<file path="src/rtl/bbi2c_pkg.sv">
package bbi2c_pkg;
  typedef enum logic [2:0] {
    ST_IDLE,
    ST_ARMED,
    ST_SHIFT_IN,
    ST_ACK_WAIT,
    ST_SHIFT_OUT,
    ST_ACK_SEND
  } dec_state_e;
endpackage

</file>
<file path="src/rtl/bbi2c_edge.sv">
module bbi2c_edge (
  input  logic clk_i,
  input  logic rst_ni,
  input  logic sda_i,
  input  logic scl_i,
  output logic sda_rise_o,
  output logic sda_fall_o,
  output logic scl_fall_o
);
  logic sda_q, scl_q;

  // previous levels reset high: idle bus
  always_ff @(posedge clk_i or negedge rst_ni) begin
    if (!rst_ni) begin
      sda_q <= 1'b1;
      scl_q <= 1'b1;
    end else begin
      sda_q <= sda_i;
      scl_q <= scl_i;
    end
  end

  assign sda_rise_o = sda_i & ~sda_q;
  assign sda_fall_o = ~sda_i & sda_q;
  assign scl_fall_o = ~scl_i & scl_q;
endmodule

</file>
<file path="src/rtl/bbi2c_core.sv">
module bbi2c_core
  import bbi2c_pkg::*;
#(
  parameter int BYTE_W = 8
) (
  input  logic              clk_i,
  input  logic              rst_ni,
  input  logic              sda_i,
  input  logic              scl_i,
  input  logic              sda_rise_i,
  input  logic              sda_fall_i,
  input  logic              scl_fall_i,
  input  logic [BYTE_W-1:0] rd_data_i,
  output logic              sda_ret_o,
  output logic              xfer_start_o,
  output logic [BYTE_W-1:0] addr_o,
  output logic              rnw_o,
  output logic              wr_valid_o,
  output logic [BYTE_W-1:0] wr_data_o,
  output logic              rd_take_o,
  output logic              xfer_end_o
);
  localparam int CNT_W = (BYTE_W > 1) ? $clog2(BYTE_W) : 1;
  localparam logic [CNT_W-1:0] LAST_BIT = CNT_W'(BYTE_W - 1);

  dec_state_e        state_q;
  logic [BYTE_W-1:0] shreg_q;
  logic [BYTE_W-1:0] addr_q;
  logic [CNT_W-1:0]  cnt_q;
  logic              addr_vld_q;
  logic              stop_ev, start_ev, go_rd;

  assign stop_ev  = sda_rise_i & scl_i;
  assign start_ev = sda_fall_i & scl_i;
  // direction: byte just received if it is the address, else latched one
  assign go_rd    = addr_vld_q ? addr_q[0] : shreg_q[0];

  always_ff @(posedge clk_i or negedge rst_ni) begin
    if (!rst_ni) begin
      state_q      <= ST_IDLE;
      shreg_q      <= '0;
      addr_q       <= '0;
      cnt_q        <= '0;
      addr_vld_q   <= 1'b0;
      xfer_start_o <= 1'b0;
      wr_valid_o   <= 1'b0;
      wr_data_o    <= '0;
      rd_take_o    <= 1'b0;
      xfer_end_o   <= 1'b0;
    end else begin
      xfer_start_o <= 1'b0;
      wr_valid_o   <= 1'b0;
      rd_take_o    <= 1'b0;
      xfer_end_o   <= 1'b0;
      if (state_q != ST_IDLE && stop_ev) begin
        state_q    <= ST_IDLE;
        xfer_end_o <= addr_vld_q;
        addr_vld_q <= 1'b0;
      end else begin
        unique case (state_q)
          ST_IDLE: if (start_ev) state_q <= ST_ARMED;
          ST_ARMED: if (scl_fall_i && !sda_i) begin
            state_q <= ST_SHIFT_IN;
            cnt_q   <= '0;
          end
          ST_SHIFT_IN: if (scl_fall_i) begin
            shreg_q <= {shreg_q[BYTE_W-2:0], sda_i};
            cnt_q   <= cnt_q + 1'b1;
            if (cnt_q == LAST_BIT) state_q <= ST_ACK_WAIT;
          end
          ST_ACK_WAIT: if (scl_fall_i) begin
            if (!addr_vld_q) begin
              addr_q       <= shreg_q;
              addr_vld_q   <= 1'b1;
              xfer_start_o <= 1'b1;
            end else begin
              wr_valid_o <= 1'b1;
              wr_data_o  <= shreg_q;
            end
            cnt_q <= '0;
            if (go_rd) begin
              state_q   <= ST_SHIFT_OUT;
              shreg_q   <= rd_data_i;
              rd_take_o <= 1'b1;
            end else begin
              state_q <= ST_SHIFT_IN;
            end
          end
          ST_SHIFT_OUT: if (scl_fall_i) begin
            shreg_q <= {shreg_q[BYTE_W-2:0], 1'b1};
            cnt_q   <= cnt_q + 1'b1;
            if (cnt_q == LAST_BIT) state_q <= ST_ACK_SEND;
          end
          ST_ACK_SEND: if (scl_fall_i) begin
            state_q   <= ST_SHIFT_OUT;
            shreg_q   <= rd_data_i;
            cnt_q     <= '0;
            rd_take_o <= 1'b1;
          end
          default: state_q <= ST_IDLE;
        endcase
      end
    end
  end

  assign addr_o = {addr_q[BYTE_W-1:1], 1'b0};
  assign rnw_o  = addr_q[0];

  always_comb begin
    unique case (state_q)
      ST_SHIFT_OUT: sda_ret_o = shreg_q[BYTE_W-1];
      ST_ACK_WAIT:  sda_ret_o = 1'b0;
      default:      sda_ret_o = 1'b1;
    endcase
  end
endmodule

</file>
<file path="src/rtl/bitbang_i2c_dec.sv">
module bitbang_i2c_dec #(
  parameter int BYTE_W = 8
) (
  input  logic              clk_i,
  input  logic              rst_ni,
  input  logic              sda_i,
  input  logic              scl_i,
  input  logic [BYTE_W-1:0] rd_data_i,
  output logic              sda_ret_o,
  output logic              xfer_start_o,
  output logic [BYTE_W-1:0] addr_o,
  output logic              rnw_o,
  output logic              wr_valid_o,
  output logic [BYTE_W-1:0] wr_data_o,
  output logic              rd_take_o,
  output logic              xfer_end_o
);
  logic sda_rise, sda_fall, scl_fall;

  bbi2c_edge u_edge (
    .clk_i      (clk_i),
    .rst_ni     (rst_ni),
    .sda_i      (sda_i),
    .scl_i      (scl_i),
    .sda_rise_o (sda_rise),
    .sda_fall_o (sda_fall),
    .scl_fall_o (scl_fall)
  );

  bbi2c_core #(.BYTE_W(BYTE_W)) u_core (
    .clk_i        (clk_i),
    .rst_ni       (rst_ni),
    .sda_i        (sda_i),
    .scl_i        (scl_i),
    .sda_rise_i   (sda_rise),
    .sda_fall_i   (sda_fall),
    .scl_fall_i   (scl_fall),
    .rd_data_i    (rd_data_i),
    .sda_ret_o    (sda_ret_o),
    .xfer_start_o (xfer_start_o),
    .addr_o       (addr_o),
    .rnw_o        (rnw_o),
    .wr_valid_o   (wr_valid_o),
    .wr_data_o    (wr_data_o),
    .rd_take_o    (rd_take_o),
    .xfer_end_o   (xfer_end_o)
  );
endmodule

</file>
<file path="config.mk">
export PLATFORM = sky130hd
export DESIGN_NAME = bitbang_i2c_dec
export DESIGN_NICKNAME = d
export VERILOG_FILES = /design/src/rtl/bbi2c_pkg.sv /design/src/rtl/bbi2c_edge.sv /design/src/rtl/bbi2c_core.sv /design/src/rtl/bitbang_i2c_dec.sv
export SDC_FILE = /design/constraint.sdc
export NUM_CORES = 1
export LEC_CHECK = 0
export ABC_AREA = 1
export BUFFER_PORTS_ARGS = -buffer_cell sky130_fd_sc_hd__buf_2
export CAP_MARGIN = 20
export CORE_UTILIZATION = 54
export CTS_BUF_LIST = sky130_fd_sc_hd__clkbuf_16
export CTS_CLUSTER_DIAMETER = 60
export CTS_CLUSTER_SIZE = 10
export DETAILED_ROUTE_END_ITERATION = 8
export GPL_ROUTABILITY_DRIVEN = 0
export HOLD_SLACK_MARGIN = 0.12
export PLACE_DENSITY = 0.81
export RECOVER_POWER = 50
export SKIP_LAST_GASP = 1
export SLEW_MARGIN = 10
export SYNTH_ARGS = -nofsm -noshare
export SYNTH_HDL_FRONTEND = slang
export SYNTH_SLANG_ARGS = --single-unit
</file>
<file path="constraint.sdc">
create_clock -name clk_i -period 2.15 [get_ports clk_i]
set_clock_uncertainty 0.1 [all_clocks]
set_input_delay 0.215 -clock clk_i [delete_from_list [all_inputs] [get_ports clk_i]]
set_output_delay 0.215 -clock clk_i [all_outputs]
set_load 0.05 [all_outputs]
</file>
Yosys cells after proc, flatten, opt, wreduce, memory -nomap -nowiden. Index checks and enable logic that the tools add are counted.

Output and inout bits: 22. Flip-flop bits (word level): 37.

Equal/unequal tests: 22. Mux-type cells: 40. Bitwise operators: 10. Reductions and logical operators: 17. Add/sub/neg operators: 1.

Operator list (number): 8-bit two-way mux (5); 3-bit two-way mux (13); 8-bit one-hot mux with 4 select lines (1); 3-bit by 1-bit != test with 1-bit output, second input constant (8); 3-bit one-hot mux with 6 select lines (1); 1-bit two-way mux (17); 2-bit by 1-bit != test with 1-bit output, second input constant (8); 3-bit equality test, second input constant (3); 3-bit one-hot mux with 3 select lines (1); 4-bit AND reduction (2); 8-bit AND reduction (1); 7-bit AND reduction (1); 3-bit by 2-bit equality test with 1-bit output, second input constant (2); 3-bit nonzero test (2); 1-bit bitwise AND (5); 1-bit inverter (5); 5-bit AND reduction (1); 1-bit one-hot mux with 2 select lines (2); 2-bit nonzero test (2); 4-bit nonzero test (1); 2-bit OR reduction (2); 3-bit by 1-bit adder with 3-bit output, second input constant (1); 3-bit by 1-bit equality test with 1-bit output, second input constant (1); 3-bit logical NOT (1); 3 further kinds (4).

Longest topological paths before layout. Gate-level depths: netlist (run 1).

Word-level depth: 6. Depth in mapped cells: 9. Depth with buffers taken out: 9.

By module. From an unflattened synthesis (run 1), not the netlist that was laid out.

Cells, all modules: 225. Area total of the unflattened synthesis: 1848.0 um2.

By module, submodules not included: bbi2c_core (area an instance 1773.0 um2, instances 1, cells an instance 217); bbi2c_edge (area an instance 75.1 um2, instances 1, cells an instance 8).

Worst setup path before layout (run 1). OpenSTA, ideal clock, no wires.

Kind: register -> output. Start point: register u_core.state_q[0]. End point: output port sda_ret_o. Cell stages (with the launch flop): 4. Data arrival time: 1484 ps. Slack: 351 ps. Cell sequence: dfrtp_1 nand3_4 inv_1 a31oi_1.

Word-level cells in the longest chain between the ends: 2. Elaborated cells between the ends (all ways): 3. Those cells by class: 2 x eq/ne; 1 x mux.

Ends and longest elaborated chain: start: declaration (RTL line bbi2c_core.sv:26) `dec_state_e state_q;`; start signal: assignment (RTL line bbi2c_core.sv:40) `state_q <= ST_IDLE;`; start signal: assignment (RTL line bbi2c_core.sv:56) `state_q <= ST_IDLE;`; start signal: assignment (RTL line bbi2c_core.sv:61) `ST_IDLE: if (start_ev) state_q <= ST_ARMED;`; 3-bit by 2-bit equality test with 1-bit output or 3-bit equality test (tied branches) (RTL line bbi2c_core.sv:110) `unique case (state_q)`; 1-bit one-hot mux with 2 select lines * (RTL line bbi2c_core.sv:110); end: declaration (RTL line bitbang_i2c_dec.sv:9) `output logic sda_ret_o,`.

Every way passes the cells marked *; elsewhere a longest branch is shown, timed or not.

Worst setup path after layout (run 1).
Start point: input port scl_i. End point: register u_core.addr_q[0].

Word-level cells in the longest chain between the ends: 4. Elaborated cells between the ends (all ways): 6. Those cells by class: 4 x bitwise; 2 x reduce/logical.

Ends and longest elaborated chain: start: declaration (RTL line bitbang_i2c_dec.sv:7) `input logic scl_i,`; 1-bit bitwise AND (RTL line bbi2c_core.sv:33) `assign stop_ev = sda_rise_i & scl_i;`; 1-bit logical AND (RTL line bbi2c_core.sv:55) `if (state_q != ST_IDLE && stop_ev) begin`; 1-bit inverter (no source line); 4-bit AND reduction (no source line) *; end signal: assignment (RTL line bbi2c_core.sv:73) `addr_q <= shreg_q;`; end: declaration (RTL line bbi2c_core.sv:28) `logic [BYTE_W-1:0] addr_q;`.

Marked as above. A chain may end at the register's enable or synchronous reset.

==> results of run 1 <==
==> cells by family (layout without fill, tap and decap cells) <==
family / after synthesis / after routing / synth area share [%]
AOI/OAI and AO/OA: 38 / 38 / 14.0
other: 1 / 1 / 0.207
buffers and inverters: 30 / 68 / 8.09
DFF: 37 / 37 / 51.3
and+or+nand+nor: 97 / 97 / 25.0
adders and majority gates: 2 / 2 / 1.38
==> cell usage in the layout (no fill, tap or decap) <==
master,netlist,layout
nand2_1,62,62
clkbuf_16,0,5
a31oi_1,1,1
a21oi_1,1,1
o22ai_1,1,1
nor2_4,1,1
nand4_1,4,4
nand3_4,1,1
dlygate4sd3_1,0,3
clkbuf_1,0,22
nor2_2,1,1
ha_1,2,2
o21ai_2,16,16
nand2_2,1,1
inv_1,21,21
nand3b_1,1,1
dfrtp_1,35,35
o21ai_0,17,17
inv_2,4,4
dfstp_2,2,2
nor3_4,2,2
conb_1,1,1
clkinv_2,0,2
buf_2,0,9
clkbuf_2,0,1
nor2_1,13,13
o21ai_1,2,2
nand3_2,2,2
clkinvlp_4,0,1
nand3_1,9,9
==> power by group <==
group / leakage [nW] / switching (W) / internal [W]
clock network: 0.0696 / 0.000273 / 0.000424
logic: 0.508 / 0.00127 / 0.000378
registers: 0.459 / 0.000185 / 0.000975
==> worst paths after layout <==
path                                                        end  cells after the start  slack, ps
max in group asynchronous         u_core.state_q[0]$_DFFE_PN0P_                      2        930
worst max-delay path               u_core.addr_q[0]$_DFFE_PN0P_                      8        270
worst min register to register     u_core.addr_q[3]$_DFFE_PN0P_                      2        380
min in group asynchronous       u_core.wr_data_o[1]$_DFFE_PN0P_                      2        480
worst max register to register     u_core.addr_q[0]$_DFFE_PN0P_                      7        380
worst min-delay path              u_core.shreg_q[0]$_DFFE_PN0P_                      3        130
==> routing by layer <==
layer / vias up / part of all wire, %
met3: 7 / 6.5
met5: - / 0
met4: 0 / 2.1
met2: 54 / 46
li1: 730 / -
met1: 671 / 45
==> final cells by class <==
type                       count  area share (%)
timing repair buffer          35            7.68
clock buffer                   5            5.91
sequential                    37            43.9
clock inverter                 3           0.827
inverter                      25            4.43
tap                           44            2.60
multi-input combinational    138            34.7
==> state kept, by name, indices dropped and copies added (netlist names) <==
register             flops
u_core.addr_vld_q        1
u_core.rd_take_o         1
u_core.addr_q            8
u_core.xfer_end_o        1
u_edge.sda_q             1
u_core.xfer_start_o      1
u_core.shreg_q           8
u_core.wr_valid_o        1
u_core.wr_data_o         8
u_core.cnt_q             3
u_core.state_q           3
u_edge.scl_q             1
==> what timing repair did <==
action                                 CTS  global route
endpoints found under the hold margin   37             0
setup buffers                            0             0
hold buffers                             3             0
==> stage by stage <==
stage	total power, W	setup slack (ps)	hold WS (ps)
2_1_floorplan	0.00249	351	-181
3_3_place_gp	0.00280	485	245
3_5_place_dp	0.00284	393	240
4_1_cts	0.00356	310	124
5_1_grt	0.00373	166	170
6_report	0.00351	270	131
==> worst max-delay path, stage by stage <==
cell	delay (ps)
dlygate4sd3_1	550
clkbuf_1	150
nor2_1	270
inv_1	210
nor3_4	180
inv_2	180
nand2_1	130
o21ai_2	60
==> flow_summary_export.csv, run 1 <==
group,metric,value,unit
cells_and_area,diodes,0,
sta,setup_viol,0,
sta,report.final.hold_viol_count,0,
sta,drv_slew,0,
setup_path,crit_start,"scl_i",
clocking,cts_max_path_buffers,2,
cells_and_area,layout.cells.non_filler,287,
clocking,clock_sinks,37,
cells_and_area,drive_above_1_share,19.8,%
sta,period_share,87.4,%
synth,synthTopCellsByCount,"nand2_1 (62), dfrtp_1 (35), inv_1 (21), o21ai_0 (17), o21ai_2 (16)",
status,status,"finished, final reports clean",
power_and_ir_drop,max-vdd-ir-drop,0.814,mV
placed_design,hpwlAfterDp,2450,um
floorplanning,start_util,57.8,%
synth,syn_avg_cell_area,8.83,um^2
sta,period_needed,1880,ps
clocking,h-tree-depth,2,
clocking,clkTransAtPathRegs,60,ps
floorplanning,dieArea,3590,um^2
clocking,clkLatencyLatePin,280,ps
power_and_ir_drop,cellPowerDensity,1660,nW/um^2
setup_path,r2r-start,"u_edge.scl_q$_DFF_PN1_",
setup_path,crit_path_max_fanout,16,
global_routing,grt_pass1_wl,5900,um
floorplanning,die_w,59.9,um
worst_hold_path,hp-start,"rd_data_i[0]",
floorplanning,core,3130,um^2
cells_and_area,fin_area,2120,um^2
global_routing,gr-usage-met1,30.3,%
synth,syn_area,1810,um^2
cells_and_area,final_nets,256,
routing,drc_errors,0,
routing,drt_iter0_markers,74,
synth,synth_top_area_share,48.4,%
clocking,numCtsBuffers,5,
sta,grt_setup_unrepaired,"no",
routing,viasPerCell,5.09,
global_routing,grt_remaining_overflow,0,
sta,fmax,532,MHz
cells_and_area,multiInputGateArea,734,um^2
routing,ant_nets,0,
synth,synth_seq_cells,37,
setup_path,end_kind,"register",
synth,yosys.area.top_type,"dfrtp_1",
sta,fin_setup_tns,0,ps
sta,max_slew.worst_pin.slew,865,ps
synth,ys.flop_type,"dfrtp_1",
synth,yosysMostFrequentCell,"nand2_1",
global_routing,grt_use_total,23.2,%
setup_path,worst-endpoint-arrival,1950,ps
synth,synth_cells,205,
synth,synth.area.top_cells,"dfrtp_1 (48%), nand2_1 (13%), o21ai_2 (7.7%)",
routing,vias,1462,
synth,yosysUniqueCellTypes,25,
cells_and_area,seqCellArea,928,um^2
synth,yosysSeqAreaShare,51.3,%
power_and_ir_drop,power_leakage,1.04,nW
routing,wl_per_cell,12.5,um
floorplanning,die_h,59.9,um
cells_and_area,utilization,67.7,%
clocking,cts_tree,"done",
global_routing,gr-usage-met2,35.4,%
global_routing,grt_use_met3,7.36,%
floorplanning,io_pins,34,
worst_hold_path,hold_path_class,"primary input to register",
setup_path,cp-start-kind,"primary input",
cells_and_area,fill_cells,281,
synth,synth_edf_count,0,
placed_design,dp.cells,276,
clocking,cts_root_buf,"clkbuf_16",
placed_design,place.port_buffers,32,
setup_path,crit_type,"primary input to register",
routing,drt_wl_total,3590,um
run,cap_viol_max_count,0,
sta,slew_headroom,42.3,%
synth,async_reset_ff_share,100,%
synth,yosys_warnings,0,
global_routing,busiest_layer,"met2",
synth,syn_nets,219,
floorplanning,row_count,20,
global_routing,grt_start_max_net_pins,38,
clocking,ctsResizeCount,0,
setup_path,required,2220,ps
global_routing,grt_pass1_vias,1332,
cells_and_area,area_growth,17.0,%
placed_design,place_area,1970,um^2
routing,dr.pass1.iters,4,
global_routing,antenna_found_initial,0,
No activity file was read; power rests on OpenSTA's default activity.
==> inputs of run 2 (changes only) <==
--- a/config.mk
+++ b/config.mk
@@ -15,6 +15,7 @@
 export DETAILED_ROUTE_END_ITERATION = 8
 export GPL_ROUTABILITY_DRIVEN = 0
 export HOLD_SLACK_MARGIN = 0.12
+export MAX_ROUTING_LAYER = met4
 export PLACE_DENSITY = 0.81
 export RECOVER_POWER = 50
 export SKIP_LAST_GASP = 1
==> run 2 against run 1 <==
  * Global-route usage increased by 0.70 points
  * Register-to-register slack about the same
  * Power about the same
  * Die area unchanged
  * Count of clock-buffer cells in the layout unchanged
  * Fmax about the same
  * First-iteration DRC count unchanged
  * Largest power group unchanged
  * Highest routed layer unchanged
==> flow_summary_export.csv, run 2 (same netlist as run 1, synthesis figures left out) <==
group,metric,value,unit
clocking,clkLatencyLatePin,280,ps
sta,grt_setup_unrepaired,"no",
placed_design,hpwlAfterDp,2450,um
worst_hold_path,hold_end,"u_core.shreg_q[0]$_DFFE_PN0P_",
routing,drt_wl_total,3590,um
floorplanning,die_h,59.9,um
clocking,cts_tree,"done",
setup_path,cp_num_buf_inv,4,
clocking,clkTransAtPathRegs,60,ps
power_and_ir_drop,cellPowerDensity,1660,nW/um^2
sta,period_share,87.3,%
setup_path,critPathSlowestCell,"dlygate4sd3_1",
floorplanning,io_pins,34,
worst_hold_path,hold_path_class,"primary input to register",
sta,fmax,533,MHz
routing,dr.pass1.iters,4,
setup_path,r2r-end,"u_core.addr_q[0]$_DFFE_PN0P_",
setup_path,crit_path_max_fanout,16,
sta,fin_setup_tns,0,ps
placed_design,place_area,1970,um^2
global_routing,grt_pass1_wl,5910,um
status,status,"finished, final reports clean",
sta,drv_slew,0,
clocking,cts_setup_buffers,0,
setup_path,crit_path_max_incr_delay,550,ps
cells_and_area,area_growth,17.0,%
global_routing,grt_remaining_overflow,0,
cells_and_area,final_nets,256,
floorplanning,row_count,20,
clocking,cts_root_buf,"clkbuf_16",
setup_path,reg2reg_slack,380,ps
run,cap_viol_max_count,0,
sta,setup_viol,0,
clocking,clock_sinks,37,
cells_and_area,layout_common_cells,"nand2_1 (62), dfrtp_1 (35), clkbuf_1 (22)",
global_routing,grt_use_total,23.9,%
setup_path,crit_type,"primary input to register",
cells_and_area,reg.largest.list,"u_core.addr_q x8, u_core.shreg_q x8, u_core.wr_data_o x8",
routing,vias,1467,
floorplanning,die_w,59.9,um
clocking,h-tree-depth,2,
setup_path,cp_cell_sequence,"dlygate4sd3_1 > clkbuf_1 > nor2_1 > inv_1 > nor3_4 > inv_2 > nand2_1 > o21ai_2",
setup_path,cp_top_family,"buffers and inverters",
global_routing,grt_start_max_net_pins,38,
setup_path,cp-start-kind,"primary input",
floorplanning,start_util,57.8,%
floorplanning,dieArea,3590,um^2
placed_design,place.port_buffers,32,
cells_and_area,mostFrequentLayoutCell,"nand2_1",
routing,wl_per_cell,12.5,um
setup_path,worst-endpoint-arrival,1950,ps
power_and_ir_drop,power_leakage,1.04,nW
routing,viasPerCell,5.11,
routing,drc_errors,0,
clocking,numCtsBuffers,5,
worst_hold_path,min_path_cells,3,
routing,drt_iter0_markers,74,
setup_path,end_kind,"register",
sta,report.final.hold_viol_count,0,
cells_and_area,drive_above_1_share,19.8,%
sta,period_needed,1880,ps
power_and_ir_drop,max-vdd-ir-drop,0.814,mV
global_routing,antenna_found_initial,0,
clocking,cts_max_path_buffers,2,
cells_and_area,fin_area,2120,um^2
sta,max_slew.worst_pin.slew,866,ps
setup_path,required,2220,ps
setup_path,r2r-start,"u_edge.scl_q$_DFF_PN1_",
global_routing,grt_pass1_vias,1331,
cells_and_area,diodes,0,
worst_hold_path,hp-start,"rd_data_i[0]",
routing,ant_nets,0,
setup_path,r2r_cells,7,
floorplanning,core,3130,um^2
sta,slew_headroom,42.3,%
## run 2: tightest hold or removal path: cells and delay by family
kind	cells	cell delay, ps
AO/OA/AOI/OAI	2	170
buffers and inverters	1	80
## run 2: layer usage
metal / track usage [%] / part of all wire, % / wire length (um)
met5: - / 0 / 0
met4: 9.97 / 2.2 / 80
met3: 7.14 / 6.2 / 222
met2: 35.4 / 46 / 1660
met1: 30.5 / 45 / 1630
## run 2: power breakdown
part	total, W	leakage [nW]	switching (W)	internal, W
Sequential	0.00116	0.459	0.000185	0.000975
Combinational	0.00165	0.508	0.00127	0.000378
Clock	0.000697	0.0696	0.000273	0.000424
## run 2: what timing repair did
item / CTS / global route
hold buffers: 3 / 0
endpoints found under the setup margin: 0 / 0
hold endpoints to repair: 37 / 0
gates resized for setup: 0 / 0
## run 2: layout make-up
cell class / instances / area (um^2)
timing repair buffer: 35 / 163
tap: 44 / 55.1
fill: 281 / 1010
multi-input combinational: 138 / 734
inverter: 25 / 93.8
sequential: 37 / 928
clock inverter: 3 / 17.5
clock buffer: 5 / 125
## run 2: worst max-delay path by stage
| stage | from | end | slack (ps) | cells after the start |
|---|---|---|---|---|
| 2_1_floorplan | u_core.state_q[0]$_DFFE_PN0P_ | sda_ret_o | 350 | 3 |
| 3_3_place_gp | u_edge.scl_q$_DFF_PN1_ | u_core.addr_q[2]$_DFFE_PN0P_ | 490 | 7 |
| 3_5_place_dp | u_edge.scl_q$_DFF_PN1_ | u_core.addr_q[2]$_DFFE_PN0P_ | 390 | 7 |
| 4_1_cts | scl_i | u_core.addr_q[0]$_DFFE_PN0P_ | 310 | 8 |
| 5_1_grt | scl_i | u_core.addr_q[7]$_DFFE_PN0P_ | 170 | 8 |
| 6_report | scl_i | u_core.addr_q[0]$_DFFE_PN0P_ | 270 | 8 |
## run 2: through the flow
stage               power, W  util [%]  setup slack, ps  hold WS, ps  instances
finish               0.00351      67.7              272          131        287
global route         0.00373      67.7              166          170        287
CTS                  0.00356      68.6              310          124        287
detailed placement   0.00284      63.0              393          240        276
global placement     0.00280      63.0              485          245        276
floorplan            0.00249         -              351         -181        205
